### src/rtl/dlw_pkg.sv
package dlw_pkg;

    // List word layout (header fields decoded by the walker)
    localparam int WORD_W   = 32;
    localparam int END_BIT  = 31;
    localparam int SIZE_LSB = 24;
    localparam int SIZE_W   = 6;

    typedef logic [WORD_W-1:0] word_t;

    // Per-channel walk mode, as reported on ch_state
    typedef enum logic [1:0] {
        CH_OFF  = 2'd0,
        CH_WALK = 2'd1,
        CH_EOF  = 2'd2
    } ch_mode_e;

    // Action taken on a returned read
    typedef enum logic [2:0] {
        ACT_NONE  = 3'd0,
        ACT_ENTER = 3'd1,
        ACT_BODY  = 3'd2,
        ACT_EOF   = 3'd3,
        ACT_FAULT = 3'd4
    } ret_act_e;

    // Result of decoding one returned read
    typedef struct packed {
        ret_act_e act;
        logic     emit;
        logic     first;
    } ret_t;

    function automatic logic is_stop(ret_act_e a);
        return (a == ACT_EOF) || (a == ACT_FAULT);
    endfunction

endpackage

### src/rtl/dlw_rr_arb.sv
// Round-robin grant among requesting channels; one grant per cycle.
module dlw_rr_arb #(
    parameter int N  = 3,
    parameter int IW = (N > 1) ? $clog2(N) : 1
) (
    input  logic          clk,
    input  logic          rst,
    input  logic [N-1:0]  req,
    output logic          gnt_valid,
    output logic [IW-1:0] gnt_idx
);

    logic [IW-1:0] last_q;

    always_comb begin
        int cand;
        gnt_valid = 1'b0;
        gnt_idx   = '0;
        cand      = 0;
        for (int k = 1; k <= N; k++) begin
            cand = (int'(last_q) + k) % N;
            if (!gnt_valid && req[cand]) begin
                gnt_valid = 1'b1;
                gnt_idx   = IW'(cand);
            end
        end
    end

    always_ff @(posedge clk) begin
        if (rst) begin
            last_q <= IW'(N - 1);
        end else if (gnt_valid) begin
            last_q <= gnt_idx;
        end
    end

endmodule

### src/rtl/dlw_chan_ctx.sv
// Per-channel walk context: mode, error, pointer, header tracking.
module dlw_chan_ctx
    import dlw_pkg::*;
#(
    parameter int AW = 12
) (
    input  logic          clk,
    input  logic          rst,
    input  logic          cfg_hit,
    input  logic          cfg_run,
    input  logic [AW-1:0] cfg_start,
    input  logic          ret_hit,
    input  ret_act_e      ret_act,
    input  logic [AW-1:0] ret_tgt,
    output ch_mode_e      mode,
    output logic          err,
    output logic [AW-1:0] cur,
    output logic          at_hdr
);

    logic [AW-1:0] nhdr_q;
    logic [AW-1:0] step;

    assign step = cur + 1'b1;

    always_ff @(posedge clk) begin
        if (rst) begin
            mode   <= CH_OFF;
            err    <= 1'b0;
            cur    <= '0;
            at_hdr <= 1'b1;
            nhdr_q <= '0;
        end else if (cfg_hit) begin
            // configuration write wins over any returning read
            cur    <= cfg_start;
            at_hdr <= 1'b1;
            err    <= 1'b0;
            mode   <= cfg_run ? CH_WALK : CH_OFF;
        end else if (ret_hit) begin
            case (ret_act)
                ACT_ENTER: begin
                    nhdr_q <= ret_tgt;
                    cur    <= step;
                    at_hdr <= (step == ret_tgt);
                end
                ACT_BODY: begin
                    cur    <= step;
                    at_hdr <= (step == nhdr_q);
                end
                ACT_EOF: begin
                    mode <= CH_EOF;
                end
                ACT_FAULT: begin
                    mode <= CH_OFF;
                    err  <= 1'b1;
                end
                default: begin
                end
            endcase
        end
    end

endmodule

### src/rtl/dlw_ret_dec.sv
// Classifies the word returned by the list memory.
module dlw_ret_dec
    import dlw_pkg::*;
#(
    parameter int AW        = 12,
    parameter int MEM_WORDS = 4096
) (
    input  logic              pend_valid,
    input  logic              pend_hdr,
    input  logic              kill,
    input  logic [AW-1:0]     pend_addr,
    input  logic              hdr_last,
    input  logic [SIZE_W-1:0] hdr_size,
    output ret_t              ret,
    output logic [AW-1:0]     tgt
);

    localparam logic [AW:0] LAST_IDX = (AW+1)'(MEM_WORDS - 1);

    logic [AW:0] sum;

    assign sum = {1'b0, pend_addr} + (AW+1)'(hdr_size);
    assign tgt = sum[AW-1:0];

    always_comb begin
        ret = '{act: ACT_NONE, emit: 1'b0, first: 1'b0};
        if (pend_valid && !kill) begin
            if (!pend_hdr) begin
                // body words are never tested for the end flag
                ret = '{act: ACT_BODY, emit: 1'b1, first: 1'b0};
            end else if (hdr_last) begin
                ret.act = ACT_EOF;
            end else if (hdr_size == '0 || sum > LAST_IDX) begin
                ret.act = ACT_FAULT;
            end else begin
                ret = '{act: ACT_ENTER, emit: 1'b1, first: 1'b1};
            end
        end
    end

endmodule

### src/rtl/dlw_walker.sv
module dlw_walker
    import dlw_pkg::*;
#(
    parameter int   NUM_CH    = 3,
    parameter int   MEM_WORDS = 4096,
    localparam int  CH_W      = (NUM_CH > 1) ? $clog2(NUM_CH) : 1,
    localparam int  AW        = $clog2(MEM_WORDS)
) (
    input  logic                  clk,
    input  logic                  rst,
    input  logic                  cfg_we,
    input  logic [CH_W-1:0]       cfg_ch,
    input  logic [AW-1:0]         cfg_start,
    input  logic                  cfg_run,
    output logic [2*NUM_CH-1:0]   ch_state,
    output logic [NUM_CH-1:0]     ch_err,
    output logic                  mem_rd_en,
    output logic [AW-1:0]         mem_rd_addr,
    input  logic [WORD_W-1:0]     mem_rd_data,
    output logic                  out_valid,
    output logic [CH_W-1:0]       out_ch,
    output logic [AW-1:0]         out_idx,
    output logic [WORD_W-1:0]     out_data,
    output logic                  out_entry_start
);

    // Per-channel context
    ch_mode_e            mode_v [NUM_CH];
    logic [NUM_CH-1:0]   err_v;
    logic [AW-1:0]       cur_v  [NUM_CH];
    logic [NUM_CH-1:0]   hdr_v;
    logic [NUM_CH-1:0]   cfg_hit;
    logic [NUM_CH-1:0]   ret_hit;
    logic [NUM_CH-1:0]   req;

    // Arbitration and in-flight read
    logic                sel_valid;
    logic [CH_W-1:0]     sel_ch;
    logic                sel_hdr;
    logic                pend_valid;
    logic [CH_W-1:0]     pend_ch;
    logic [AW-1:0]       pend_addr;
    logic                pend_hdr;
    logic                kill;

    // Return decode
    ret_t                ret;
    logic [AW-1:0]       ret_tgt;

    assign kill = cfg_we && (cfg_ch == pend_ch);

    for (genvar c = 0; c < NUM_CH; c++) begin : g_ch
        assign cfg_hit[c] = cfg_we && (cfg_ch == CH_W'(c));
        assign ret_hit[c] = pend_valid && (pend_ch == CH_W'(c));
        // only walking channels with nothing in flight may request
        assign req[c] = (mode_v[c] == CH_WALK) && !cfg_hit[c] && !ret_hit[c];

        dlw_chan_ctx #(.AW(AW)) u_ctx (
            .clk       (clk),
            .rst       (rst),
            .cfg_hit   (cfg_hit[c]),
            .cfg_run   (cfg_run),
            .cfg_start (cfg_start),
            .ret_hit   (ret_hit[c]),
            .ret_act   (ret.act),
            .ret_tgt   (ret_tgt),
            .mode      (mode_v[c]),
            .err       (err_v[c]),
            .cur       (cur_v[c]),
            .at_hdr    (hdr_v[c])
        );

        assign ch_state[2*c +: 2] = mode_v[c];
    end

    assign ch_err = err_v;

    dlw_rr_arb #(.N(NUM_CH), .IW(CH_W)) u_arb (
        .clk       (clk),
        .rst       (rst),
        .req       (req),
        .gnt_valid (sel_valid),
        .gnt_idx   (sel_ch)
    );

    always_comb begin
        mem_rd_addr = '0;
        sel_hdr     = 1'b0;
        for (int c = 0; c < NUM_CH; c++) begin
            if (sel_ch == CH_W'(c)) begin
                mem_rd_addr = cur_v[c];
                sel_hdr     = hdr_v[c];
            end
        end
    end

    assign mem_rd_en = sel_valid;

    always_ff @(posedge clk) begin
        if (rst) begin
            pend_valid <= 1'b0;
            pend_ch    <= '0;
            pend_addr  <= '0;
            pend_hdr   <= 1'b0;
        end else begin
            pend_valid <= sel_valid;
            pend_ch    <= sel_ch;
            pend_addr  <= mem_rd_addr;
            pend_hdr   <= sel_hdr;
        end
    end

    dlw_ret_dec #(.AW(AW), .MEM_WORDS(MEM_WORDS)) u_dec (
        .pend_valid (pend_valid),
        .pend_hdr   (pend_hdr),
        .kill       (kill),
        .pend_addr  (pend_addr),
        .hdr_last   (mem_rd_data[END_BIT]),
        .hdr_size   (mem_rd_data[SIZE_LSB +: SIZE_W]),
        .ret        (ret),
        .tgt        (ret_tgt)
    );

    // returned word is registered once more before leaving the block
    always_ff @(posedge clk) begin
        if (rst) begin
            out_valid       <= 1'b0;
            out_ch          <= '0;
            out_idx         <= '0;
            out_data        <= '0;
            out_entry_start <= 1'b0;
        end else begin
            out_valid       <= ret.emit;
            out_ch          <= pend_ch;
            out_idx         <= pend_addr;
            out_data        <= mem_rd_data;
            out_entry_start <= ret.first;
        end
    end

endmodule

### config.mk
export PLATFORM = sky130hd
export DESIGN_NAME = dlw_walker
export DESIGN_NICKNAME = d
export VERILOG_FILES = /design/src/rtl/dlw_pkg.sv /design/src/rtl/dlw_rr_arb.sv /design/src/rtl/dlw_chan_ctx.sv /design/src/rtl/dlw_ret_dec.sv /design/src/rtl/dlw_walker.sv
export SDC_FILE = /design/constraint.sdc
export NUM_CORES = 1
export LEC_CHECK = 0
export BUFFER_PORTS_ARGS = -buffer_cell sky130_fd_sc_hd__buf_2
export CAP_MARGIN = 20
export CORE_MARGIN = 2
export CORE_UTILIZATION = 60
export CTS_BUF_LIST = sky130_fd_sc_hd__clkbuf_8
export DETAILED_ROUTE_END_ITERATION = 6
export PLACE_DENSITY = 0.88
export SLEW_MARGIN = 20
export SYNTH_ARGS = -nofsm -noshare
export SYNTH_HDL_FRONTEND = slang
export SYNTH_SLANG_ARGS = --single-unit
export TNS_END_PERCENT = 5
### constraint.sdc
create_clock -name clk -period 5.5 [get_ports clk]
set_input_delay 0.275 -clock clk [delete_from_list [all_inputs] [get_ports clk]]
set_output_delay 0.275 -clock clk [all_outputs]
set_load 0.005 [all_outputs]
After elaboration in Yosys (flattened, before gate mapping):

Index checks and enable logic that the tools add are counted.

* register bits after elaboration: 150
* bits of input ports: 50
* logic and storage cells: 172

* add/subtract/negate cells: 7
* div/mod/pow operators: 3
* magnitude comparators: 4
* equality and inequality tests: 20
* muxes and demuxes: 47
* bitwise operators: 5
* reduce and logical (&&, ||, !) cells: 61

Operators with widths (number)
* 2-to-1 mux 12 bit: 12
* < comparator 32 x 4 -> 1 bit, second input constant: 3
* modulo 32 x 3 -> 32 bit, second input constant: 3
* == test 12 bit: 6
* adder 12 x 1 -> 12 bit, second input constant: 3
* AND reduction 2 bit: 12
* 2-to-1 mux 2 bit: 11
* logical AND 1 bit: 16
* nonzero test 2 bit: 7
* adder 12 x 6 -> 13 bit: 1
* > comparator 13 x 12 -> 1 bit, second input constant: 1
* 2-to-1 mux 1 bit: 13
* == test 2 x 1 -> 1 bit, second input constant: 6
* 2-to-1 mux 5 bit: 2
* OR reduction 2 bit: 5
* zero test 1 bit: 9
* AND reduction 3 bit: 3
* nonzero test 3 bit: 3
* adder 2 x 2 -> 3 bit, second input constant: 2
* binary-select mux 1 bit (select 2 bit): 3
* == test 2 bit, second input constant: 3
* == test 3 x 2 -> 1 bit, second input constant: 2
* zero test 2 bit: 3
* zero test 6 bit: 1
* other kinds (10): 17

Depth between registers and ports, before layout:

Gate-level depths: netlist of the first run.

* depth after elaboration: 19
* depth in mapped cells: 12

Modules after synthesis:

From an unflattened synthesis of the first run, not the netlist that was laid out.

* cells, all modules: 896
* area total of the unflattened synthesis: 8099.0 µm²

By module, submodules not included
* dlw_chan_ctx: times used 3, cells an instance 198, area each 1664.1 µm²
* dlw_walker: times used 1, cells an instance 207, area each 2334.7 µm²
* dlw_ret_dec: times used 1, cells an instance 67, area each 518.0 µm²
* dlw_rr_arb: times used 1, cells an instance 28, area each 254.0 µm²

Least setup slack after synthesis of the first run:

Ideal clock, no wire load.

* path kind: reg-to-reg
* start: reg pend_addr[0]
* end: reg g_ch[2].u_ctx.nhdr_q[8]
* setup time: 0.128 ns
* data arrival time: 2.690 ns
* required time: 5.372 ns
* setup slack: 2.683 ns
* cell stages (with the launch flop): 13
* period minus slack after synthesis: 2.817 ns
* cells stage by stage: dfxtp_1 > ha_1 > inv_1 > fa_1 > nand2b_1 > a21o_1 > a211oi_2 > nor3_2 > nand3_1 > clkbuf_1 > nor2_1 > a21oi_1 > nor2_1

* word-level cells in the longest chain between the ends: 9

RTL lines
* from (decl): RTL line dlw_walker.sv:42 `logic [AW-1:0] pend_addr;`
* from (signal assigned): RTL line dlw_walker.sv:108 `pend_addr <= mem_rd_addr;`
* adder 12 x 6 -> 13 bit *: RTL line dlw_ret_dec.sv:22 `assign sum = {1'b0, pend_addr} + (AW+1)'(hdr_size);`
* > comparator 13 x 12 -> 1 bit: RTL line dlw_ret_dec.sv:33 `end else if (hdr_size == '0 || sum > LAST_IDX) begin`
* logical OR 1 bit: RTL line dlw_ret_dec.sv:33
* 2-to-1 mux 3 bit: RTL line dlw_ret_dec.sv:33
* 2-to-1 mux 3 bit: RTL line dlw_ret_dec.sv:31 `end else if (hdr_last) begin`
* 2-to-1 mux 5 bit: RTL line dlw_ret_dec.sv:28 `if (!pend_hdr) begin`
* 2-to-1 mux 5 bit: RTL line dlw_ret_dec.sv:27 `if (pend_valid && !kill) begin`
* == test 3 x 1 -> 1 bit: RTL line dlw_chan_ctx.sv:40 `case (ret_act)`
* AND reduction 3 bit (no line)
* to (signal assigned): RTL line dlw_chan_ctx.sv:42 `nhdr_q <= ret_tgt;`
* to (decl): RTL line dlw_chan_ctx.sv:21 `logic [AW-1:0] nhdr_q;`

Mark *: on every way between the ends. The rest lies on a longest branch, timed or not.
A chain may end at the register's enable or synchronous reset.

Final worst setup path of the first run:

* start: reg pend_ch[0]
* end: out mem_rd_addr[8]

* word-level cells in the longest chain between the ends: 18
* elaborated cells between the ends (all ways): 36
* those cells by class: 4 x eq/ne; 17 x mux; 15 x reduce/logical

RTL lines
* from (decl): RTL line dlw_walker.sv:41 `logic [CH_W-1:0] pend_ch;`
* from (signal assigned): RTL line dlw_walker.sv:107 `pend_ch <= sel_ch;`
* == test 2 x 1 -> 1 bit (tied with other cells): RTL line dlw_walker.sv:54 `assign ret_hit[c] = pend_valid && (pend_ch == CH_W'(c));`
* logical AND 1 bit: RTL line dlw_walker.sv:54
* zero test 1 bit: RTL line dlw_walker.sv:56 `assign req[c] = (mode_v[c] == CH_WALK) && !cfg_hit[c] && !ret_hit[c];`
* logical AND 1 bit: RTL line dlw_walker.sv:56
* binary-select mux 1 bit (select 2 bit): RTL line dlw_rr_arb.sv:22 `if (!gnt_valid && req[cand]) begin`
* 2-to-1 mux 1 bit (implied by the code) (2 in a row): RTL line dlw_rr_arb.sv:22
* 2-to-1 mux 1 bit: RTL line dlw_rr_arb.sv:22
* zero test 1 bit: RTL line dlw_rr_arb.sv:22
* logical AND 1 bit: RTL line dlw_rr_arb.sv:22
* 2-to-1 mux 1 bit: RTL line dlw_rr_arb.sv:22
* zero test 1 bit: RTL line dlw_rr_arb.sv:22
* logical AND 1 bit: RTL line dlw_rr_arb.sv:22
* 2-to-1 mux 2 bit *: RTL line dlw_rr_arb.sv:22
* zero test 2 bit: RTL line dlw_walker.sv:90 `if (sel_ch == CH_W'(c)) begin`
* 2-to-1 mux 12 bit (2 in a row): RTL line dlw_walker.sv:90
* 2-to-1 mux 12 bit *: RTL line dlw_walker.sv:90
* to (decl): RTL line dlw_walker.sv:18 `output logic [AW-1:0] mem_rd_addr,`

Mark *: on every way between the ends. The rest lies on a longest branch, timed or not. The select of a mux whose other input is x is not followed.

==> results of run 1 <==
through the flow:
step / area (um^2) / power (uW) / hold WS (ns)
final: 8840 / 2280 / 0.0126
after global placement: 8440 / 1460 / 0.443
after CTS: 8830 / 2280 / 0.000226
after global routing: 8840 / 2370 / 0.00506
after floorplan: 7870 / 1360 / 0.403
after detailed placement: 8440 / 1470 / 0.449
cell families after synthesis:
kind of cell / Yosys count / share of synthesized area, %
buf+inv: 78 / 4.36
xor+xnor: 89 / 10.9
simple gates: 360 / 22.7
fa+ha+maj: 14 / 2.26
mux: 23 / 2.93
compound gates: 208 / 18.7
flops: 150 / 38.2
layout make-up:
| cell class | count | area (um^2) |
|---|---|---|
| Clock buffer | 17 | 234 |
| Clock inverter | 15 | 146 |
| Fill cell | 1076 | 3880 |
| Inverter | 15 | 56.3 |
| Multi-Input combinational cell | 694 | 4520 |
| Sequential cell | 150 | 3000 |
| Tap cell | 172 | 215 |
| Timing Repair Buffer | 127 | 663 |
state kept, by name (all words and copies together), names as in the netlist, 3 cells and up:
| signal | count |
|---|---|
| g_ch.u_ctx.at_hdr | 3 |
| g_ch.u_ctx.cur | 36 |
| out_idx | 12 |
| g_ch.u_ctx.err | 3 |
| g_ch.u_ctx.mode | 6 |
| out_data | 32 |
| g_ch.u_ctx.nhdr_q | 36 |
| pend_addr | 12 |
cells in the mapped netlist (6+ instances only):
| master | number |
|---|---|
| dfxtp_1 | 150 |
| nor2_1 | 127 |
| nand2_1 | 67 |
| a21oi_1 | 62 |
| xnor2_1 | 58 |
| nor2b_1 | 50 |
| clkbuf_1 | 38 |
| nand3_1 | 27 |
| o21ai_0 | 26 |
| a22oi_1 | 24 |
| xor2_1 | 24 |
| mux2i_1 | 23 |
| nor3_1 | 23 |
| buf_2 | 16 |
| inv_1 | 15 |
| a211oi_1 | 13 |
| nand4_1 | 12 |
| ha_1 | 11 |
| and3_1 | 8 |
| nor4_1 | 8 |
| a221oi_1 | 6 |
| buf_4 | 6 |
| o211ai_1 | 6 |
critical path: cells and delay by family (launching register included):
| kind | cells | cell delay, ns |
|---|---|---|
| and+or+nand+nor | 6 | 2.40 |
| DFF | 1 | 0.52 |
| AOI/OAI and AO/OA | 1 | 0.21 |
| buffers and inverters | 1 | 0.15 |
report_power, final:
group	internal (uW)	switching [uW]	leakage, uW
logic	123	178	0.00214
registers	1120	38.4	0.00122
clock network	367	456	0.000187
total	1610	672	0.00355
layer usage:
layer	track usage [%]	up-vias	wire length, um
met3	8.64	100	2760
met4	18.0	0	1100
met1	43.0	3417	9090
met2	50.7	491	10300
li1	-	3414	-
met5	0	-	0
cell usage in the layout, fill, tap and decap left out, drive strengths merged, types with 6 or more instances in the layout:
cell and instances:
a211oi 16, a21oi 62, a221oi 6, a22oi 24, and3 9, buf 125, clkbuf 17, dfxtp 150
ha 11, inv 21, mux2i 23, nand2 67, nand3 27, nand4 12, nor2 128, nor2b 50
nor3 29, nor4 8, o211ai 7, o21ai 30, o31ai 6, xnor2 59, xor2 28
what timing repair did:
item                      in CTS  in global routing
gates resized for setup        0                  0
setup buffers                  0                  0
hold endpoints to repair       1                  1
hold buffers                   1                  1
worst max path at each step:
| stage | start | endpoint | slack [ns] | depth (start not counted) |
|---|---|---|---|---|
| after CTS | pend_ch[0] | mem_rd_addr[8] | 1.64 | 8 |
| after global placement | cfg_ch[1] | mem_rd_addr[8] | 2.14 | 9 |
| after global routing | pend_ch[0] | mem_rd_addr[8] | 1.28 | 8 |
| final | pend_ch[0] | mem_rd_addr[8] | 1.48 | 8 |
| after detailed placement | cfg_ch[0] | mem_rd_addr[8] | 2.06 | 9 |
| after floorplan | pend_addr[0] | g_ch[2].u_ctx.nhdr_q[8] | 2.68 | 12 |
==> impl_metrics.env, run 1 <==
export IMPL_outcome="finished clean"
export IMPL_fin_cells=1190
export IMPL_hold_depth=2
export IMPL_antenna_found_initial=0
export IMPL_synth_flop_cell="dfxtp_1"
export IMPL_rsz0062_at_grt="false"
export IMPL_synth_edf_count=0
export IMPL_grt_pass1_vias=6853
export IMPL_netlist_instances=922
export IMPL_drive_above_1_share_pct=18.4
export IMPL_insertedDiodeCount=0
export IMPL_drc=0
export IMPL_avgSynthCellArea_um2=8.53
export IMPL_clock_fmax_mhz=249
export IMPL_synth_top_area_share_pct=38.2
export IMPL_tns_ns=0
export IMPL_core_area_mm2=0.0127
export IMPL_crit_slowest_cell="nor2_1"
export IMPL_fin_crit_ns=4.02
export IMPL_syn_area_mm2=0.00787
export IMPL_grt_start_max_net_pins=107
export IMPL_min_period_over_period_pct=73.1
export IMPL_grt_first_pass_wirelength_um=36400
export IMPL_critical_path_startpoint_type="flop"
export IMPL_clock_path_buffers=2
export IMPL_crit_chain="and3b_1 > nor4b_1 > o211ai_1 > nor2_1 > nor2_1 > nand2_1 > nand2_1 > buf_2"
export IMPL_num_rows=41
export IMPL_io_buffers=119
export IMPL_htree_levels=4
export IMPL_cp_required_ns=5.22
export IMPL_io_pins=120
export IMPL_die_w_um=118
export IMPL_yosys_warnings=0
export IMPL_dp_cells=1156
export IMPL_clk_latency_ns=0.47
export IMPL_synth_area_leader_cell="dfxtp_1"
export IMPL_crit_arrival_ns=3.74
export IMPL_tightest_slew_ns=1.07
export IMPL_drv_cap=0
export IMPL_clock_root_buffer="clkbuf_8"
export IMPL_maxSlewViolCount=0
export IMPL_final_util_pct=69.5
export IMPL_synth_ff_latch_count=150
export IMPL_overflow=0
export IMPL_antenna_left=0
export IMPL_initial_core_util_pct=61.8
export IMPL_setup_viol=0
export IMPL_grtUsageTotal_pct=33.2
export IMPL_syn_num_nets=984
export IMPL_wire_per_inst_um=19.5
export IMPL_hold_path_class="in -> reg"
export IMPL_hold_start="mem_rd_data[1]"
export IMPL_clock_sinks=150
export IMPL_crit_path_end_kind="primary output"
export IMPL_via_per_inst=6.24
export IMPL_r2r_end="pend_addr[0]"
export IMPL_clk_pin_slew_ns=0.09
export IMPL_syn_to_final_growth_pct=12.4
export IMPL_critPathMaxStageDelay_ns=0.72
export IMPL_path_max_fanout=15
export IMPL_die_area_mm2=0.0140
export IMPL_synthTopCellsByArea="dfxtp_1 (38%), xnor2_1 (6.5%), nor2_1 (6.1%)"
export IMPL_r2r_slack_ns=2.14
export IMPL_r2r_start="pend_ch[0]"
export IMPL_first_pass_iters=5
export IMPL_yosysSeqAreaShare_pct=38.2
export IMPL_dp_hpwl_um=17100
export IMPL_fp_dieH_um=118
export IMPL_cellPowerDensity_mw_per_mm2=258
export IMPL_cts_tree="done"
export IMPL_cts_buffers=17
export IMPL_peakVddDrop_mv=0.150
export IMPL_hold_end="out_data[1]"
export IMPL_finalHoldViolCount=0
export IMPL_async_flop_share_pct=0
export IMPL_wl_um=23200
export IMPL_synthDistinctLibCells=83
export IMPL_drt_initial_drc_count=882
export IMPL_r2r_cells=7
export IMPL_slew_headroom_pct=28.9
export IMPL_worstSetupPathType="reg -> out"
export IMPL_pre_cts_ws_ns=2.06
export IMPL_fin_nets=1067
export IMPL_vias=7422
export IMPL_clock_skew_ns=0.00862
export IMPL_routabilityCongestion=1.01
export IMPL_p_leak_uw=0.00355
export IMPL_finalWorstSetupSlack_ns=1.48
(Power assumes the default switching activity.)
==> run 2: changes to the inputs <==
--- a/config.mk
+++ b/config.mk
@@ -5,13 +5,14 @@
 export SDC_FILE = /design/constraint.sdc
 export NUM_CORES = 1
 export LEC_CHECK = 0
+export ABC_AREA = 1
 export BUFFER_PORTS_ARGS = -buffer_cell sky130_fd_sc_hd__buf_2
 export CAP_MARGIN = 20
 export CORE_MARGIN = 2
-export CORE_UTILIZATION = 60
+export CORE_UTILIZATION = 53
 export CTS_BUF_LIST = sky130_fd_sc_hd__clkbuf_8
 export DETAILED_ROUTE_END_ITERATION = 6
-export PLACE_DENSITY = 0.88
+export PLACE_DENSITY = 0.82
 export SLEW_MARGIN = 20
 export SYNTH_ARGS = -nofsm -noshare
 export SYNTH_HDL_FRONTEND = slang
==> constraint.sdc (replaced) <==
create_clock -name clk -period 3.24 [get_ports clk]
set_input_delay 0.162 -clock clk [delete_from_list [all_inputs] [get_ports clk]]
set_output_delay 0.162 -clock clk [all_outputs]
set_load 0.005 [all_outputs]
==> impl_metrics.env, run 2 <==
export IMPL_fin_nets=1371
export IMPL_synth_edf_count=0
export IMPL_hold_path_class="in -> reg"
export IMPL_layout_common_cells="nand2_1 (301), inv_1 (155), dfxtp_1 (150)"
export IMPL_clock_path_buffers=2
export IMPL_drv_cap=0
export IMPL_drt_initial_drc_count=854
export IMPL_crit_path_end_kind="primary output"
export IMPL_synthTopCellsByArea="dfxtp_1 (38%), nand2_1 (14%), inv_1 (7.3%)"
export IMPL_critical_path_startpoint_type="flop"
export IMPL_wire_per_inst_um=16.2
export IMPL_crit_arrival_ns=2.88
export IMPL_clock_sinks=150
export IMPL_core_area_mm2=0.0145
export IMPL_multi_input_area_mm2=0.00401
export IMPL_initial_core_util_pct=54.0
export IMPL_synth_top_area_share_pct=38.4
export IMPL_largestRegisters="g_ch.u_ctx.cur: 36 flops, g_ch.u_ctx.nhdr_q: 36 flops, out_data: 32 flops"
export IMPL_finalHoldViolCount=0
export IMPL_fin_cells=1506
export IMPL_die_w_um=125
export IMPL_slew_headroom_pct=38.6
export IMPL_outcome="finished with violations"
export IMPL_clock_fmax_mhz=328
export IMPL_use_met3_pct=6.68
export IMPL_met1_usage_pct=37.2
export IMPL_failed_checks="design-rule violations"
export IMPL_regArea_mm2=0.00300
export IMPL_die_area_mm2=0.0157
export IMPL_grt_busiest_layer="met2"
export IMPL_antenna_found_initial=1
export IMPL_syn_area_mm2=0.00782
export IMPL_clock_root_buffer="clkbuf_8"
export IMPL_avgSynthCellArea_um2=6.77
export IMPL_netlist_instances=1154
export IMPL_syn_to_final_growth_pct=21.3
export IMPL_clk_latency_ns=0.48
export IMPL_drc=2
export IMPL_htree_levels=4
export IMPL_io_pins=120
export IMPL_syn_num_nets=1216
export IMPL_whs_ns=0.0244
export IMPL_grtUsageTotal_pct=31.2
export IMPL_worstSetupPathType="reg -> out"
export IMPL_cts_tree="done"
export IMPL_maxSlewViolCount=0
export IMPL_nFillCells=1218
export IMPL_power_uw=4900
export IMPL_p_leak_uw=0.00468
export IMPL_fin_crit_ns=3.05
export IMPL_routabilityCongestion=0.969
export IMPL_num_rows=44
export IMPL_synth_flop_cell="dfxtp_1"
export IMPL_min_period_over_period_pct=94.0
export IMPL_setup_viol=0
export IMPL_fp_dieH_um=125
export IMPL_yosysMostFrequentCell="nand2_1"
export IMPL_via_per_inst=5.53
export IMPL_final_common_cell="nand2_1"
export IMPL_path_max_fanout=16
export IMPL_vias=8328
export IMPL_peakVddDrop_mv=0.418
export IMPL_synth_area_leader_cell="dfxtp_1"
export IMPL_dp_hpwl_um=17600
export IMPL_insertedDiodeCount=0
export IMPL_grt_first_pass_wirelength_um=39100
export IMPL_clock_skew_ns=0.0141
export IMPL_rsz0062_at_grt="false"
export IMPL_overflow=0
export IMPL_wl_um=24400
export IMPL_grt_pass1_vias=7897
export IMPL_tightest_slew_ns=0.921
export IMPL_cellPowerDensity_mw_per_mm2=517
export IMPL_drive_above_1_share_pct=16.3
export IMPL_first_pass_iters=7
export IMPL_async_flop_share_pct=0
export IMPL_dp_cells=1431
export IMPL_cp_required_ns=3.08
export IMPL_antenna_left=0
export IMPL_io_buffers=119
export IMPL_synth_common_cells="nand2_1 (301), inv_1 (152), dfxtp_1 (150)"
export IMPL_met2_usage_pct=53.0
export IMPL_synthDistinctLibCells=45
export IMPL_cts_buffers=17
export IMPL_synth_ff_latch_count=150
export IMPL_grt_start_max_net_pins=84
export IMPL_clk_pin_slew_ns=0.09
export IMPL_tns_ns=0
export IMPL_yosys_warnings=0
export IMPL_yosysSeqAreaShare_pct=38.4
## run 2: area by class of cell
class | instances | area share, %
multi-input combinational | 799 | 42.3
inverter | 165 | 6.53
clock buffer | 18 | 2.61
sequential | 150 | 31.7
clock inverter | 14 | 2.45
tap | 184 | 2.43
timing repair buffer | 176 | 12.0
## run 2: path summary, 6_finish.rpt
kind / from / cells after the start / endpoint / slack (ns)
max: pend_ch[0] / 16 / mem_rd_addr[11] / 0.19
min: mem_rd_data[31] / 3 / out_data[31] / 0.02
max reg2reg: pend_addr[0] / 19 / g_ch[0].u_ctx.at_hdr / 0.34
min reg2reg: pend_addr[3] / 2 / out_idx[3] / 0.44
## run 2: what timing repair did
| action | 4_1_cts | 5_1_grt |
|---|---|---|
| hold endpoints to repair | 50 | 0 |
| hold buffers | 41 | 0 |
| setup endpoints to repair | 0 | 2 |
| buffers inserted | 0 | 2 |
| resized for setup | 0 | 2 |
## run 2: worst max-delay path: stages (launching register included)
cell,delay [ns]
dfxtp_1,0.35
inv_2,0.10
nand3_2,0.18
nand2_1,0.13
inv_2,0.04
nand3_1,0.12
inv_2,0.05
nand3_1,0.08
nand2_1,0.10
nor2_4,0.14
nand3_2,0.12
nand2_1,0.21
nand2_8,0.17
inv_1,0.18
nand2_1,0.07
nand3_1,0.20
buf_2,0.16
## run 2: routing by layer
metal,vias to the layer above,share of wire (%)
met5,-,0.053
met2,473,47
met4,2,4.8
li1,3995,-
met3,101,9.2
met1,3757,39
## run 2: cells by family (layout without fill, tap and decap cells)
group / Yosys count / in the layout / synth area share [%]
DFF: 150 / 150 / 38.4
and+or+nand+nor: 584 / 584 / 32.9
buffers and inverters: 205 / 373 / 10.5
xor gates and xnor gates: 27 / 27 / 3.03
AOI/OAI and AO/OA: 176 / 176 / 13.2
adders and majority gates: 12 / 12 / 2.02
## run 2: stage by stage
step | setup slack [ns] | utilization (%) | instance area, um^2
final | 0.193 | 65.5 | 9480
after global routing | 0.0187 | 65.5 | 9480
after CTS | 0.0134 | 65.2 | 9440
after detailed placement | 0.421 | 59.0 | 8550
after global placement | 0.498 | 59.0 | 8550
after floorplan | 0.980 | - | 7820
## run 2: power by group
group	leakage, uW	internal (uW)	total [uW]	switching (uW)
registers	0.00122	1930	2010	80.4
clock network	0.000243	1010	1750	742
logic	0.00321	381	1130	753
